$ cat src/rtl/spi_irq_pkg.sv
package spi_irq_pkg;

    // Width of the status, mask, set and clear fields
    localparam int unsigned IRQ_W = 7;

    // Status bit positions (software decodes these)
    localparam int unsigned BIT_TX_UF   = 6;
    localparam int unsigned BIT_RX_FULL = 5;
    localparam int unsigned BIT_RX_NE   = 4;
    localparam int unsigned BIT_TX_FULL = 3;
    localparam int unsigned BIT_TX_NF   = 2;
    localparam int unsigned BIT_MODE_F  = 1;
    localparam int unsigned BIT_RX_OVF  = 0;

    // Number of sticky event sources: {underflow, mode fail, overflow}
    localparam int unsigned N_STICKY = 3;

    // Word index of each register
    typedef enum logic [2:0] {
        SEL_STATUS   = 3'd0,
        SEL_MASK_SET = 3'd1,
        SEL_MASK_CLR = 3'd2,
        SEL_MASK     = 3'd3,
        SEL_TX_THR   = 3'd4,
        SEL_RX_THR   = 3'd5
    } reg_sel_e;

endpackage

$ cat src/rtl/spi_irq_sticky.sv
// Sticky event latches: an event sets the bit, a clear request drops it,
// and an event in the same cycle as a clear keeps the bit set.
module spi_irq_sticky #(
    parameter int unsigned N = 3
) (
    input  logic         clk,
    input  logic         rst_n,
    input  logic [N-1:0] ev,
    input  logic [N-1:0] clr,
    output logic [N-1:0] q
);

    for (genvar i = 0; i < N; i++) begin : g_bit
        always_ff @(posedge clk) begin
            if (!rst_n) begin
                q[i] <= 1'b0;
            end else if (ev[i]) begin
                q[i] <= 1'b1;
            end else if (clr[i]) begin
                q[i] <= 1'b0;
            end
        end
    end

endmodule

$ cat src/rtl/spi_irq_level.sv
// Threshold comparators that produce the two level bits.
module spi_irq_level #(
    parameter int unsigned CNT_W = 6
) (
    input  logic [CNT_W-1:0] tx_count,
    input  logic [CNT_W-1:0] rx_count,
    input  logic [CNT_W-1:0] tx_thr,
    input  logic [CNT_W-1:0] rx_thr,
    output logic             rx_at_thr,
    output logic             tx_below_thr
);

    always_comb begin
        rx_at_thr    = (rx_count >= rx_thr);
        tx_below_thr = (tx_count <  tx_thr);
    end

endmodule

$ cat src/rtl/spi_irq_mask.sv
// Mask register that software updates only through set and clear strobes.
module spi_irq_mask #(
    parameter int unsigned W = 7
) (
    input  logic         clk,
    input  logic         rst_n,
    input  logic         set_en,
    input  logic         clr_en,
    input  logic [W-1:0] bits,
    output logic [W-1:0] mask_q
);

    always_ff @(posedge clk) begin
        if (!rst_n) begin
            mask_q <= '0;
        end else if (set_en) begin
            mask_q <= mask_q | bits;
        end else if (clr_en) begin
            mask_q <= mask_q & ~bits;
        end
    end

endmodule

$ cat src/rtl/spi_irq_regs.sv
module spi_irq_regs
    import spi_irq_pkg::*;
#(
    parameter int unsigned FIFO_DEPTH = 32,
    parameter int unsigned DATA_W     = 32,
    // Derived: a fill count runs from 0 to FIFO_DEPTH
    parameter int unsigned CNT_W      = $clog2(FIFO_DEPTH + 1)
) (
    input  logic              clk,
    input  logic              rst_n,
    input  logic              reg_wr,
    input  logic [2:0]        reg_addr,
    input  logic [DATA_W-1:0] reg_wdata,
    output logic [DATA_W-1:0] reg_rdata,
    input  logic [CNT_W-1:0]  tx_count,
    input  logic [CNT_W-1:0]  rx_count,
    input  logic              tx_full,
    input  logic              rx_full,
    input  logic              ev_tx_underflow,
    input  logic              ev_rx_overflow,
    input  logic              ev_mode_fail,
    output logic              irq
);

    localparam logic [CNT_W-1:0] THR_RST = CNT_W'(1);

    logic                wr_status, wr_set, wr_clr, wr_txthr, wr_rxthr;
    logic [CNT_W-1:0]    tx_thr_q, rx_thr_q;
    logic [N_STICKY-1:0] stk_ev, stk_clr, stk_q;
    logic                rx_at_thr, tx_below_thr;
    logic [IRQ_W-1:0]    mask_q, status_w;
    logic                unused_wdata;

    // Write decode
    always_comb begin
        wr_status = reg_wr && (reg_addr == SEL_STATUS);
        wr_set    = reg_wr && (reg_addr == SEL_MASK_SET);
        wr_clr    = reg_wr && (reg_addr == SEL_MASK_CLR);
        wr_txthr  = reg_wr && (reg_addr == SEL_TX_THR);
        wr_rxthr  = reg_wr && (reg_addr == SEL_RX_THR);
    end

    // Threshold registers
    always_ff @(posedge clk) begin
        if (!rst_n) begin
            tx_thr_q <= THR_RST;
            rx_thr_q <= THR_RST;
        end else begin
            if (wr_txthr) tx_thr_q <= reg_wdata[CNT_W-1:0];
            if (wr_rxthr) rx_thr_q <= reg_wdata[CNT_W-1:0];
        end
    end

    // Sticky sources, ordered {underflow, mode fail, overflow}
    always_comb begin
        stk_ev  = {ev_tx_underflow, ev_mode_fail, ev_rx_overflow};
        stk_clr = wr_status ? {reg_wdata[BIT_TX_UF], reg_wdata[BIT_MODE_F],
                               reg_wdata[BIT_RX_OVF]} : '0;
    end

    spi_irq_sticky #(.N(N_STICKY)) u_sticky (
        .clk   (clk),
        .rst_n (rst_n),
        .ev    (stk_ev),
        .clr   (stk_clr),
        .q     (stk_q)
    );

    spi_irq_level #(.CNT_W(CNT_W)) u_level (
        .tx_count     (tx_count),
        .rx_count     (rx_count),
        .tx_thr       (tx_thr_q),
        .rx_thr       (rx_thr_q),
        .rx_at_thr    (rx_at_thr),
        .tx_below_thr (tx_below_thr)
    );

    spi_irq_mask #(.W(IRQ_W)) u_mask (
        .clk    (clk),
        .rst_n  (rst_n),
        .set_en (wr_set),
        .clr_en (wr_clr),
        .bits   (reg_wdata[IRQ_W-1:0]),
        .mask_q (mask_q)
    );

    // Status word assembly
    always_comb begin
        status_w              = '0;
        status_w[BIT_TX_UF]   = stk_q[2];
        status_w[BIT_RX_FULL] = rx_full;
        status_w[BIT_RX_NE]   = rx_at_thr;
        status_w[BIT_TX_FULL] = tx_full;
        status_w[BIT_TX_NF]   = tx_below_thr;
        status_w[BIT_MODE_F]  = stk_q[1];
        status_w[BIT_RX_OVF]  = stk_q[0];
    end

    always_comb irq = |(mask_q & status_w);

    // Read mux
    always_comb begin
        case (reg_addr)
            SEL_STATUS: reg_rdata = DATA_W'(status_w);
            SEL_MASK:   reg_rdata = DATA_W'(mask_q);
            SEL_TX_THR: reg_rdata = DATA_W'(tx_thr_q);
            SEL_RX_THR: reg_rdata = DATA_W'(rx_thr_q);
            default:    reg_rdata = '0;
        endcase
    end

    always_comb unused_wdata = ^reg_wdata;

endmodule

$ cat config.mk
export PLATFORM = sky130hd
export DESIGN_NAME = spi_irq_regs
export DESIGN_NICKNAME = d
export VERILOG_FILES = /design/src/rtl/spi_irq_pkg.sv /design/src/rtl/spi_irq_sticky.sv /design/src/rtl/spi_irq_level.sv /design/src/rtl/spi_irq_mask.sv /design/src/rtl/spi_irq_regs.sv
export SDC_FILE = /design/constraint.sdc
export NUM_CORES = 1
export LEC_CHECK = 0
export BUFFER_PORTS_ARGS = -buffer_cell sky130_fd_sc_hd__clkbuf_2
export CORE_MARGIN = 5
export CORE_UTILIZATION = 42
export CTS_BUF_LIST = sky130_fd_sc_hd__clkbuf_2 sky130_fd_sc_hd__clkbuf_4 sky130_fd_sc_hd__clkbuf_8
export DETAILED_ROUTE_END_ITERATION = 7
export GPL_TIMING_DRIVEN = 0
export PLACE_DENSITY = 0.76
export SLEW_MARGIN = 20
export SYNTH_ARGS = -nofsm -noshare
export SYNTH_HDL_FRONTEND = slang
export SYNTH_HIERARCHICAL = 1
export SYNTH_SLANG_ARGS = --single-unit
$ cat constraint.sdc
create_clock -name clk -period 1.3 [get_ports clk]
set_input_delay 0.065 -clock clk [delete_from_list [all_inputs] [get_ports clk]]
set_output_delay 0.065 -clock clk [all_outputs]
set_load 0.005 [all_outputs]
Yosys cells after proc, flatten, opt, wreduce, memory -nomap -nowiden --
Index checks and enable logic that the tools add are counted.
Word-level totals: bits in registers 22, input port bits 55, output and inout port bits 33, logic and storage cells 38
Operators by class: $lt $le $gt $ge 2, eq/ne operators 5, multiplexer cells 10, bitwise operators 4, reductions and logical operators 11
Operator list (count):
- 7-bit case mux with 4 select lines | 1
- 7-bit AND | 2
- 7-bit two-way mux | 2
- 2-bit nonzero test | 4
- 7-bit NOT | 1
- 7-bit bitwise OR | 1
- 7-bit OR reduction | 1
- 3-bit by 2-bit == test with 1-bit output, second input constant | 2
- 3-bit == test, second input constant | 2
- 6-bit >= comparator | 1
- 6-bit < comparator | 1
- 1-bit two-way mux | 6
- 1-bit logical AND | 5
- 3-bit by 1-bit == test with 1-bit output, second input constant | 1
- 3-bit zero test | 1
- 3-bit two-way mux | 1

Logic depth before layout (Yosys ltp) --
word-level depth 5, depth in mapped cells 7, depth with buffers taken out 7

Cells and area by module --
The synthesis kept the hierarchy.
Modules (own cells, without submodules):
- spi_irq_regs | instances 1, cells each 119, area each 1033.5 µm², seq. area each 240.2 µm²
- spi_irq_mask | instances 1, cells each 29, area each 287.8 µm², seq. area each 140.1 µm²
- spi_irq_level | instances 1, cells each 36, area each 261.5 µm², seq. area each 0.0 µm²
- spi_irq_sticky | instances 1, cells each 9, area each 123.9 µm², seq. area each 60.1 µm²

Worst setup path before layout --
Ideal clock, no wire load.
path kind register to output, start register rx_thr_q[0], end output irq, arrival time 1.318 ns, required time 1.235 ns, slack -0.083 ns, cell stages (with the launch flop) 7, buffers on the path 0, path through dfxtp_1 -> ha_1 -> nand2b_1 -> a21oi_1 -> o221ai_1 -> a222oi_1 -> nand3_1
Between the ends: longest elaborated chain between the ends 3
RTL lines:
- start: declaration | line spi_irq_regs.sv:28 | logic [CNT_W-1:0] tx_thr_q, rx_thr_q;
- start signal: assignment | line spi_irq_regs.sv:50 | if (wr_rxthr) rx_thr_q <= reg_wdata[CNT_W-1:0];
- 6-bit >= comparator | line spi_irq_level.sv:14 | rx_at_thr = (rx_count >= rx_thr);
- net rx_at_thr | line spi_irq_regs.sv:30 | logic rx_at_thr, tx_below_thr;
- 7-bit AND | line spi_irq_regs.sv:99 | always_comb irq = |(mask_q & status_w);
- 7-bit OR reduction | line spi_irq_regs.sv:99
- end: declaration | line spi_irq_regs.sv:22 | output logic irq
The timed path passes the listed nets, and every way through them passes these cells.

Final worst setup path --
Same ends and word-level chain as after synthesis.

==> results.yml <==
outcome:
  status: "complete, but fails checks"
  violations: "negative setup slack"
yosys:
  yosys.cell_types.count: 35
  synth.top_cell.area_share: 0.2581
  postSynthAreaPerCell_um2: 8.843
  seq_area_frac_synth: 0.2581
  synth_top_area_cell: "dfxtp_1"
  synth_edf_count: 0
  synth_warnings: 6
  ys_async_sr_fraction: 0
  synth_seq_cells: 22
  syn-cell-area_um2: 1707
  synth_cells: 193
  synth_ff_type: "dfxtp_1"
  synth_area_leaders: "dfxtp_1 (26%), buf_4 (11%), mux2i_1 (11%)"
grt:
  grt_antenna_before_repair: 0
  gr-total-overflow: 0
  grt_max_degree: 14
  grt_pass1_vias: 1533
  grt_pass1_wl_um: 6872
  track_usage: 0.1591
clocking:
  clockBufferDepth: 2
  cts-buffers-inserted: 3
  root_buffer: "clkbuf_8"
  clk_latency_ns: 0.26
  tritoncts: "done"
  clk_pin_slew_ns: 0.08
  clock-sinks: 22
  cts_max_level: 1
critical_path:
  cp-end-kind: "output port"
  crit_required_ns: 1.24
  cp.arrival_ns: 1.81
  path_max_fanout: 2
  crit_type: "flop to output port"
  r2r_start: "rx_thr_q[0]"
  r2r_slack_ns: 0.55
  startpoint_type: "flop"
  worstRegToRegCells: 3
  r2r-end: "rx_thr_q[0]"
pwr:
  power_density_nw_per_um2: 758.8
  total_power_uw: 1801
  leakagePower_uw: 0.001148
  ir_drop_v: 0.0004808
timing:
  fin_crit_ns: 1.872
  finalMaxSlewViolations: 0
  hold_viol_final: 0
  rsz0062_at_grt: "true"
  period_share: 1.440
  setup_viol: 4
  fmax_mhz: 534.3
  fin_tns_setup_ns: -1.529
  fin_skew_ns: 0
  fin_ws_ns: -0.5717
detailed_routing:
  drtIter0Drc: 42
  routed_wl_um: 4184
  viasPerCell: 4.808
  drt_pre_antenna_iters: 4
  via_count: 1529
  ant_nets: 0
  drc: 0
  wl_per_cell_um: 13.16
hold_path:
  hold_class: "primary input to flop"
  whs_path_depth: 2
  hold_start: "ev_tx_underflow"
  whs_endpoint: "u_sticky/q[2]"
cells_and_area:
  fin_nets: 335
  layout_common_cells: "clkbuf_2 (37), buf_4 (35), conb_1 (25)"
  final_common_cell: "clkbuf_2"
  multi_input_area_um2: 1216
  final-seq-area_um2: 454.2
  num_antenna_cells: 0
  fill_cells: 357
  syn2layout_area_growth_pct: 39.08
  final_area_um2: 2374
  final_layout_size_suffix_gt1_frac: 0.4963
floorplan:
  die-area_um2: 5438
  die_h_um: 73.75
  start_util: 0.4297
  core_area_um2: 3971
  rows: 23
  fp.dieW_um: 73.75
  top_level_ports: 88
placed_design:
  io_buffers: 37
  gp_congestion: 0.7841
  dp_hpwl_um: 3164
  place_area_um2: 2044
  pre_cts_ws_ns: -0.4208
flow_run:
  drv_cap: 0
[area by class of cell]
type	instances	area share
plain buffers	35	0.1128
well taps	50	0.02636
multi-input cells	149	0.5124
flip-flops and latches	22	0.1914
repair buffers	47	0.1096
clock inverters	1	0.01265
inverters	11	0.01740
clock buffers	3	0.01740
[through the flow]
stage	util	hold WS [ns]	instances
CTS	0.5892	0.005914	317
finish	0.5977	0.002898	318
global route	0.5977	0.01846	318
global placement	0.5148	0.2746	304
detailed placement	0.5148	0.2834	304
floorplan	-	0.1825	217
[cell usage after synthesis, types with 4 or more instances]
library cell and number:
buf_4 25, nand2_1 24, dfxtp_1 22, mux2i_1 18, ha_1 11, inv_1 11, nand2b_1 8, a21oi_1 7
and3_1 7, o221ai_1 7, nand4b_1 6, buf_6 5, a31o_2 4, and3_2 4
[power by group]
group / leakage [uW] / total (uW) / switching [uW] / internal [uW]
sequential: 0.000183 / 710 / 15.8 / 694
clock: 0.0000357 / 659 / 247 / 412
combinational: 0.000929 / 431 / 199 / 233
total: 0.00115 / 1800 / 462 / 1340
[cells by family after synthesis]
| group | share of synthesized area |
|---|---|
| mux | 0.1056 |
| other cells | 0.002197 |
| fa+ha+maj | 0.08064 |
| compound gates | 0.1268 |
| flops | 0.2581 |
| simple gates | 0.2456 |
| buf+inv | 0.1811 |
[layer usage]
layer	up-vias	GRT usage	routed length, um
met1	689	0.1942	1686
met2	55	0.2894	2102
li1	780	-	-
met3	5	0.02462	349
met5	-	0	0
met4	0	0.03622	45
[worst max path at each step]
stage | startpoint | endpoint | cells past startpoint
finish | rx_thr_q[0] | irq | 7
global route | rx_thr_q[0] | irq | 7
CTS | rx_thr_q[0] | irq | 7
detailed placement | rx_thr_q[5] | irq | 7
global placement | rx_thr_q[5] | irq | 7
floorplan | rx_thr_q[0] | irq | 6
[repair_timing]
action / in CTS / in global routing
pin swaps: 10 / 3
resized for setup: 30 / 7
endpoints found under the hold margin: 0 / 0
hold buffers: 0 / 0
endpoints found under the setup margin: 4 / 4
buffers inserted: 9 / 1
[worst max-delay path: stages (launching register included)]
cell      delay (ns)
dfxtp_2         0.36
ha_4            0.19
nand2b_4        0.13
a21oi_2         0.15
o221ai_2        0.16
a222oi_1        0.27
nand3_1         0.14
clkbuf_2        0.13
No activity file was read; power rests on OpenSTA's default activity.
